<file path="config.mk">
export PLATFORM = sky130hd
export DESIGN_NAME = fstl_core
export DESIGN_NICKNAME = d
export VERILOG_FILES = /design/src/rtl/fstl_pkg.sv /design/src/rtl/fstl_sbox.sv /design/src/rtl/fstl_round_fn.sv /design/src/rtl/fstl_src_mux.sv /design/src/rtl/fstl_core.sv
export SDC_FILE = /design/constraint.sdc
export NUM_CORES = 2
export LEC_CHECK = 0
export BUFFER_PORTS_ARGS = -buffer_cell sky130_fd_sc_hd__buf_2
export CORE_MARGIN = 2
export CORE_UTILIZATION = 50
export DETAILED_ROUTE_END_ITERATION = 6
export HOLD_SLACK_MARGIN = 0.03
export PLACE_DENSITY = 0.65
export RECOVER_POWER = 100
export SKIP_LAST_GASP = 1
export SLEW_MARGIN = 20
export SYNTH_ARGS = -nofsm -noshare
export SYNTH_HDL_FRONTEND = slang
export SYNTH_HIERARCHICAL = 1
export SYNTH_SLANG_ARGS = --single-unit
</file>
<file path="constraint.sdc">
create_clock -name clk -period 29.4 [get_ports clk]
set_clock_uncertainty 0.1 [all_clocks]
set_input_delay 5.88 -clock clk [delete_from_list [all_inputs] [get_ports clk]]
set_output_delay 5.88 -clock clk [all_outputs]
set_load 0.02 [all_outputs]
</file>
<file path="src/rtl/fstl_pkg.sv">
package fstl_pkg;
    localparam int BYTE_W = 8;
    localparam int HALF_W = 32;
    localparam int BLK_W  = 2 * HALF_W;
    localparam int NBYTE  = HALF_W / BYTE_W;

    typedef logic [BYTE_W-1:0] byte_t;
    typedef logic [HALF_W-1:0] half_t;

    typedef struct packed {
        half_t left;
        half_t right;
    } blk_t;

    typedef enum logic [1:0] {
        SRC_LOAD = 2'd0,
        SRC_HOLD = 2'd1,
        SRC_MIX  = 2'd2,
        SRC_UNMX = 2'd3
    } src_e;

    function automatic byte_t xtime(byte_t a);
        return {a[BYTE_W-2:0], 1'b0} ^ (a[BYTE_W-1] ? 8'h1B : 8'h00);
    endfunction

    function automatic byte_t gmul(byte_t a, byte_t b);
        byte_t p = '0;
        byte_t t = a;
        for (int i = 0; i < BYTE_W; i++) begin
            if (b[i]) p = p ^ t;
            t = xtime(t);
        end
        return p;
    endfunction

    // a^254 is the field inverse (0 stays 0)
    function automatic byte_t ginv(byte_t a);
        byte_t r = 8'h01;
        byte_t base = a;
        logic [7:0] e = 8'd254;
        for (int i = 0; i < BYTE_W; i++) begin
            if (e[i]) r = gmul(r, base);
            base = gmul(base, base);
        end
        return r;
    endfunction

    function automatic byte_t rotb(byte_t b, int n);
        return byte_t'((b << n) | (b >> (BYTE_W - n)));
    endfunction

    function automatic byte_t subst(byte_t a);
        byte_t v = ginv(a);
        return v ^ rotb(v, 1) ^ rotb(v, 2) ^ rotb(v, 3) ^ rotb(v, 4) ^ 8'h63;
    endfunction

    function automatic half_t mix(half_t x);
        half_t y = '0;
        for (int i = 0; i < NBYTE; i++) begin
            y[HALF_W-1-BYTE_W*i -: BYTE_W] =
                gmul(x[HALF_W-1-BYTE_W*i -: BYTE_W], 8'h02) ^
                gmul(x[HALF_W-1-BYTE_W*((i+1)%NBYTE) -: BYTE_W], 8'h03) ^
                x[HALF_W-1-BYTE_W*((i+2)%NBYTE) -: BYTE_W] ^
                x[HALF_W-1-BYTE_W*((i+3)%NBYTE) -: BYTE_W];
        end
        return y;
    endfunction

    function automatic half_t rotl1(half_t h);
        return {h[HALF_W-2:0], h[HALF_W-1]};
    endfunction

    function automatic half_t rotr1(half_t h);
        return {h[0], h[HALF_W-1:1]};
    endfunction

    function automatic blk_t swap_h(blk_t b);
        return '{left: b.right, right: b.left};
    endfunction

    function automatic blk_t fwd_mix(blk_t x, half_t k1, half_t k2);
        blk_t y;
        y.right = x.right ^ rotl1(x.left & k1);
        y.left  = x.left ^ (rotr1(y.right) & k2);
        return y;
    endfunction

    function automatic blk_t inv_mix(blk_t y, half_t k1, half_t k2);
        blk_t x;
        x.left  = y.left ^ (rotr1(y.right) & k2);
        x.right = y.right ^ rotl1(x.left & k1);
        return x;
    endfunction
endpackage

</file>
<file path="src/rtl/fstl_sbox.sv">
module fstl_sbox
    import fstl_pkg::*;
(
    input  logic [BYTE_W-1:0] a,
    output logic [BYTE_W-1:0] y
);
    assign y = subst(a);
endmodule

</file>
<file path="src/rtl/fstl_round_fn.sv">
module fstl_round_fn
    import fstl_pkg::*;
(
    input  logic [HALF_W-1:0] x,
    input  logic [HALF_W-1:0] key,
    output logic [HALF_W-1:0] y
);
    half_t subbed;

    for (genvar b = 0; b < NBYTE; b++) begin : g_byte
        fstl_sbox u_sb (
            .a (x[HALF_W-1-BYTE_W*b -: BYTE_W]),
            .y (subbed[HALF_W-1-BYTE_W*b -: BYTE_W])
        );
    end

    assign y = mix(subbed) ^ key;
endmodule

</file>
<file path="src/rtl/fstl_src_mux.sv">
module fstl_src_mux
    import fstl_pkg::*;
(
    input  logic [BLK_W-1:0]  din_w,
    input  logic [BLK_W-1:0]  state,
    input  logic [HALF_W-1:0] kfa1,
    input  logic [HALF_W-1:0] kfa2,
    input  logic              decrypt,
    input  logic [1:0]        sel,
    output logic [BLK_W-1:0]  y
);
    blk_t view, fwd_o, inv_o;

    // decryption holds the state half-swapped; mix in that view
    assign view  = decrypt ? swap_h(blk_t'(state)) : blk_t'(state);
    assign fwd_o = fwd_mix(view, kfa1, kfa2);
    assign inv_o = inv_mix(view, kfa1, kfa2);

    always_comb begin
        case (src_e'(sel))
            SRC_LOAD: y = din_w;
            SRC_HOLD: y = state;
            SRC_MIX:  y = decrypt ? swap_h(fwd_o) : fwd_o;
            default:  y = decrypt ? swap_h(inv_o) : inv_o;
        endcase
    end
endmodule

</file>
<file path="src/rtl/fstl_core.sv">
module fstl_core
    import fstl_pkg::*;
(
    input  logic              clk,
    input  logic              rst,
    input  logic [63:0]       din,
    input  logic [1:0]        src_sel,
    input  logic              step_en,
    input  logic              out_en,
    input  logic              decrypt,
    input  logic [31:0]       round_key,
    input  logic [31:0]       kfa1,
    input  logic [31:0]       kfa2,
    input  logic [63:0]       kw_pre,
    input  logic [63:0]       kw_post,
    output logic [63:0]       dout
);
    blk_t  state_q, dout_q, src_blk, rnd_blk;
    half_t f_out;
    logic [BLK_W-1:0] src_raw;

    fstl_src_mux u_mux (
        .din_w   (din ^ kw_pre),
        .state   (state_q),
        .kfa1    (kfa1),
        .kfa2    (kfa2),
        .decrypt (decrypt),
        .sel     (src_sel),
        .y       (src_raw)
    );
    assign src_blk = blk_t'(src_raw);

    fstl_round_fn u_f (
        .x   (src_blk.left),
        .key (round_key),
        .y   (f_out)
    );

    assign rnd_blk = '{left: src_blk.right ^ f_out, right: src_blk.left};

    always_ff @(posedge clk) begin
        if (rst) begin
            state_q <= '0;
            dout_q  <= '0;
        end else begin
            if (step_en) state_q <= rnd_blk;
            if (out_en)  dout_q  <= blk_t'(swap_h(rnd_blk) ^ kw_post);
        end
    end

    assign dout = dout_q;


    reset_clear_chk: assert property (@(posedge clk) rst |=> (dout == '0 && state_q == '0));


    state_hold_chk: assert property (@(posedge clk) disable iff (rst)
        !step_en |=> $stable(state_q));


    out_hold_chk: assert property (@(posedge clk) disable iff (rst)
        !out_en |=> $stable(dout));


    mix_roundtrip_chk: assert property (@(posedge clk) disable iff (rst)
        inv_mix(fwd_mix(state_q, kfa1, kfa2), kfa1, kfa2) == state_q);
endmodule

</file>
# [After elaboration in Yosys (flattened, before gate mapping)]
# Cells that the tools add are included.
[totals] word_cells=1651 register_bits=128
[classes] bitwise=824 n_eq_ne=2 mux=820 n_reduce_logical=1
[ops] op="$mux W8" n=420
[ops] op="$xor A8 B8 Y8" n=400
[ops] op="$xor A8 B5 Y8" n=364
[ops] op="$mux W5" n=372
[ops] op="$mux W64" n=3
[ops] op="$pmux W64 S3" n=1
[ops] op="$xor A32 B32 Y32" n=6
[ops] op="$and A32 B32 Y32" n=4
[ops] op="$xor A64 B64 Y64" n=2
[ops] op="$or A8 B1 Y8" n=4
[ops] op="$or A8 B2 Y8" n=4
[ops] op="$or A8 B3 Y8" n=4
[ops] op="$or A8 B4 Y8" n=4
[ops] op="$mux W7" n=4
[ops] op="$not A1 Y1 const A" n=28
[ops] op="$mux W6" n=4
[ops] op="$mux W4" n=4
[ops] op="$not A4 Y4" n=4
[ops] op="$mux W3" n=4
[ops] op="$mux W2" n=4
[ops] op="$mux W1" n=4
[ops] op="$eq A2 B1 Y1 const B" n=1
[ops] op="$eq A2 B2 Y1 const B" n=1
[ops] op="$logic_not A2 Y1" n=1

# [Depth between registers and ports, before layout]
[depth] depth_word=148 ltp_mapped=74 mapped_depth_nobuf=61

# [Modules after synthesis]
# The synthesis kept the hierarchy.
[by_module_without_submodules] module="fstl_sbox" area_per_inst_um2=15220.8 cells_per_inst=1942 instances=4
[by_module_without_submodules] module="fstl_src_mux" area_per_inst_um2=7697.4 cells_per_inst=1140 instances=1
[by_module_without_submodules] module="fstl_core" area_per_inst_um2=6073.3 cells_per_inst=625 instances=1
[by_module_without_submodules] module="fstl_round_fn" area_per_inst_um2=1243.7 cells_per_inst=142 instances=1

# [Worst setup path after synthesis]
# Ideal clock, no wire load.
[synth_path] kind="input -> register" startpoint="in decrypt" endpoint="reg dout_q, in the netlist dout[27]" t_arrival_ns=22.698 path_slack_ns=6.496 t_required_ns=29.194 cell_stages=69 setup_ns=0.106 cell_sequence="buf_6 > buf_6 > buf_6 > mux2_4 > o21a_1 > o22ai_1 > nand2_1 > o211ai_1 > buf_2 > buf_2 > nand2_1 > xor2_1 > inv_2 > buf_1 > clkbuf_1 > ha_1 > buf_1 > nand2_1 > [33 not listed] > a311o_1 > o211ai_2 > o21ai_1 > xnor2_4 > xnor3_1 > xor3_1 > nand2b_1 > xnor2_1 > xnor3_1 > xnor3_1 > xnor3_1 > xnor2_1 > xor2_1 > xor2_1 > xnor2_1 > xnor2_1 > or4b_1 > o311ai_0"
[synth_rtl] element="start, declared" line="fstl_core.sv:10" source="input logic decrypt,"
[synth_rtl] element="end signal, assigned" line="fstl_core.sv:47" source="if (out_en) dout_q <= blk_t'(swap_h(rnd_blk) ^ kw_post);"
[synth_rtl] element="end, declared" line="fstl_core.sv:18" source="blk_t state_q, dout_q, src_blk, rnd_blk;"

==> results.toml <==
[timing]
rsz0062_at_grt = "false"
period_share = 0.9446
fin_crit_ns = 27.77
finalSetupViolCount = 0
slew_headroom = -0.3050
drv_slew = 98
max_freq_ghz = 0.03601
fin_tns_setup_ns = 0
hold_viol_final = 0
tightestPinTransition_ns = 1.958

[clocking]
numCtsBuffers = 17
clock_latency_ns = 0.54
path_clk_slew_ns = 0.07
cts_hold_buf = 0
cts_tree = "yes"
post_cts_resized = 0
cts_root_buffer = "clkbuf_16"
cts_setup_buffers = 0
cts_sinks = 128
cts_buffer_depth = 2
htreeDepth = 4

[placement]
dp_hpwl_um = 190700
gp_congestion = 0.9929
portBuffers = 358

[status]
failed_checks = "max-capacitance violations, max-slew violations"
status = "complete, but fails checks"

[floorplan]
ioPinCount = 359
dieArea_sq_um = 154900
die_x_um = 393.6
die_y_um = 393.6
core_sq_um = 150300
rows = 142
start_util = 0.5049

[synthesis]
ys.flop_type = "dfxtp_1"
synth_seq_cells = 128
async_flop_share = 0
ys_seq_area_frac = 0.03376
syn_nets = 9998
synth_cell_types = 119
syn_area_sq_um = 75900
synth_edf_count = 0
syn_inst = 9675
synth.avg_cell_area_sq_um = 7.845
yosysWarnings = 6

[routing]
wire_per_inst_um = 22.13
drt_iter0_drc = 8410
antenna_left = 0
via_count = 72560
drc = 0
via_per_inst = 6.241
wirelength_um = 257300
drtPass1Iterations = 6

[cells_and_area]
drive_gt1_frac = 0.1294
nets = 9894
syn_to_final_growth_pct = 4.911

[worst_setup_path]
max_stage_delay_ns = 1.42
critPathSlowestCell = "clkbuf_1"
crit_fanout = 42
cp.required_ns = 29.72
startpoint_type = "input port"
arrival_ns = 28.09
crit_type = "in -> reg"
endpoint_kind = "flip-flop"
cpMostUsedCell = "xnor2_1"

[min_path]
min_path_type = "reg -> reg"

[global_routing]
grt_pass1_vias = 66920
grtUsageTotal = 0.3171
grt_antenna_before_repair = 44
grt_max_degree = 97
grt_pass1_wl_um = 398100
grt_overflow_total = 0

[flow_run]
maxCapViolCount = 4
cell type report:
cell class / instances / area, sq um
Fill cell: 14530 / 70680
Inverter: 144 / 540.5
Tap cell: 2016 / 2522
Timing Repair Buffer: 627 / 3664
Antenna cell: 27 / 67.56
Clock inverter: 15 / 142.6
Sequential cell: 128 / 2562
Multi-Input combinational cell: 8653 / 69700
Clock buffer: 17 / 425.4
sequential cells by signal, summed over array words and instances, names as in the netlist:
| register | count |
|---|---|
| dout | 64 |
| state_q | 64 |
cell usage in the layout (no fill, tap or decap), drive strengths merged, types with 55 or more instances in the layout:
master and count:
nand3 221, and2 88, a22oi 103, dfxtp 128, nand4 56, nor4 56
mux2 89, nor2b 81, o311ai 55, clkbuf 106, xor2 571, a211oi 124
o21a 68, nand2b 100, nor3 222, nand2 936, xnor2 1828, a31oi 68
xnor3 400, o32ai 58, a21oi 357, o211ai 103, o22ai 141, xor3 60
and3 90, o21ai 336, inv 144, buf 538, mux2i 390, a32oi 68
nor2 1236
synthesized netlist by cell type, types with 45 or more instances:
cell type	number	area share
a211oi_1	124	0.012
a21oi_1	349	0.023
a22oi_1	94	0.0093
a31oi_1	64	0.0053
a32oi_1	68	0.0078
and2_1	80	0.0066
and3_1	86	0.0071
buf_1	76	0.0038
buf_2	167	0.011
buf_4	53	0.0052
buf_6	48	0.0071
clkbuf_1	402	0.020
dfxtp_1	128	0.034
inv_1	108	0.0053
mux2_2	63	0.0093
mux2i_1	382	0.050
nand2_1	931	0.046
nand2b_1	100	0.0082
nand3_1	221	0.015
nand4_1	56	0.0046
nor2_1	1211	0.060
nor2b_1	77	0.0063
nor3_1	210	0.014
nor3b_1	45	0.0045
nor4_1	48	0.0040
o211ai_1	99	0.0098
o21a_1	68	0.0067
o21ai_0	237	0.016
o21ai_1	95	0.0063
o22ai_1	137	0.011
o31ai_1	48	0.0047
o32ai_1	54	0.0062
or3_1	45	0.0037
xnor2_1	1608	0.19
xnor2_2	176	0.038
xnor3_1	356	0.11
xor2_1	506	0.058
xor2_2	49	0.011
xor3_1	52	0.016
path summary, 6_finish.rpt:
| check | from | end | slack, ns | cells after the start |
|---|---|---|---|---|
| max | src_sel[1] | dout[31] | 1.63 | 61 |
| min | dout[33] | dout[33] | 0.39 | 2 |
| max reg2reg | state_q[31] | dout[31] | 7.83 | 62 |
| min reg2reg | dout[33] | dout[33] | 0.39 | 2 |
per-stage QoR:
stage	hold WS (ns)	cells	cell area [sq um]	setup WS, ns	utilization
floorplan	0.3546	9675	75900	6.496	-
global placement	0.3678	11570	79150	2.588	0.5266
detailed placement	0.3767	11570	79170	2.203	0.5267
CTS	0.3863	11600	79740	2.694	0.5305
global route	0.4104	11620	79600	0.6181	0.5296
finish	0.3869	11630	79630	1.630	0.5297
layer usage:
layer | part of all wire | up-vias | global-route usage | routed length, um
li1 | - | 33790 | - | -
met1 | 0.43 | 34770 | 0.4445 | 111900
met2 | 0.43 | 3518 | 0.4788 | 110900
met3 | 0.099 | 474 | 0.06903 | 25570
met4 | 0.034 | 18 | 0.1066 | 8821
met5 | 0.00046 | - | 0 | 119
worst max-delay path: cells and delay by family:
kind	cells	cell delay, ns
compound gates	15	3.77
xor+xnor	22	9.08
fa+ha+maj	2	1.06
buf+inv	6	3.47
mux	3	0.88
simple gates	13	3.85
logic make-up (layout without fill, tap and decap cells):
logic type      after synthesis  in the layout  synth area share
compound gates             1929           1929            0.1810
mux                         479            479           0.06695
buf+inv                     894            803           0.05440
other cells                   0             27                 0
simple gates               3354           3354            0.2065
flops                       128            128           0.03376
xor+xnor                   2859           2859            0.4523
fa+ha+maj                    32             32          0.005143
Power is left out: the tool's default activity adds up to more than one toggle a clock period on the data nets, which glitch-free logic cannot reach.
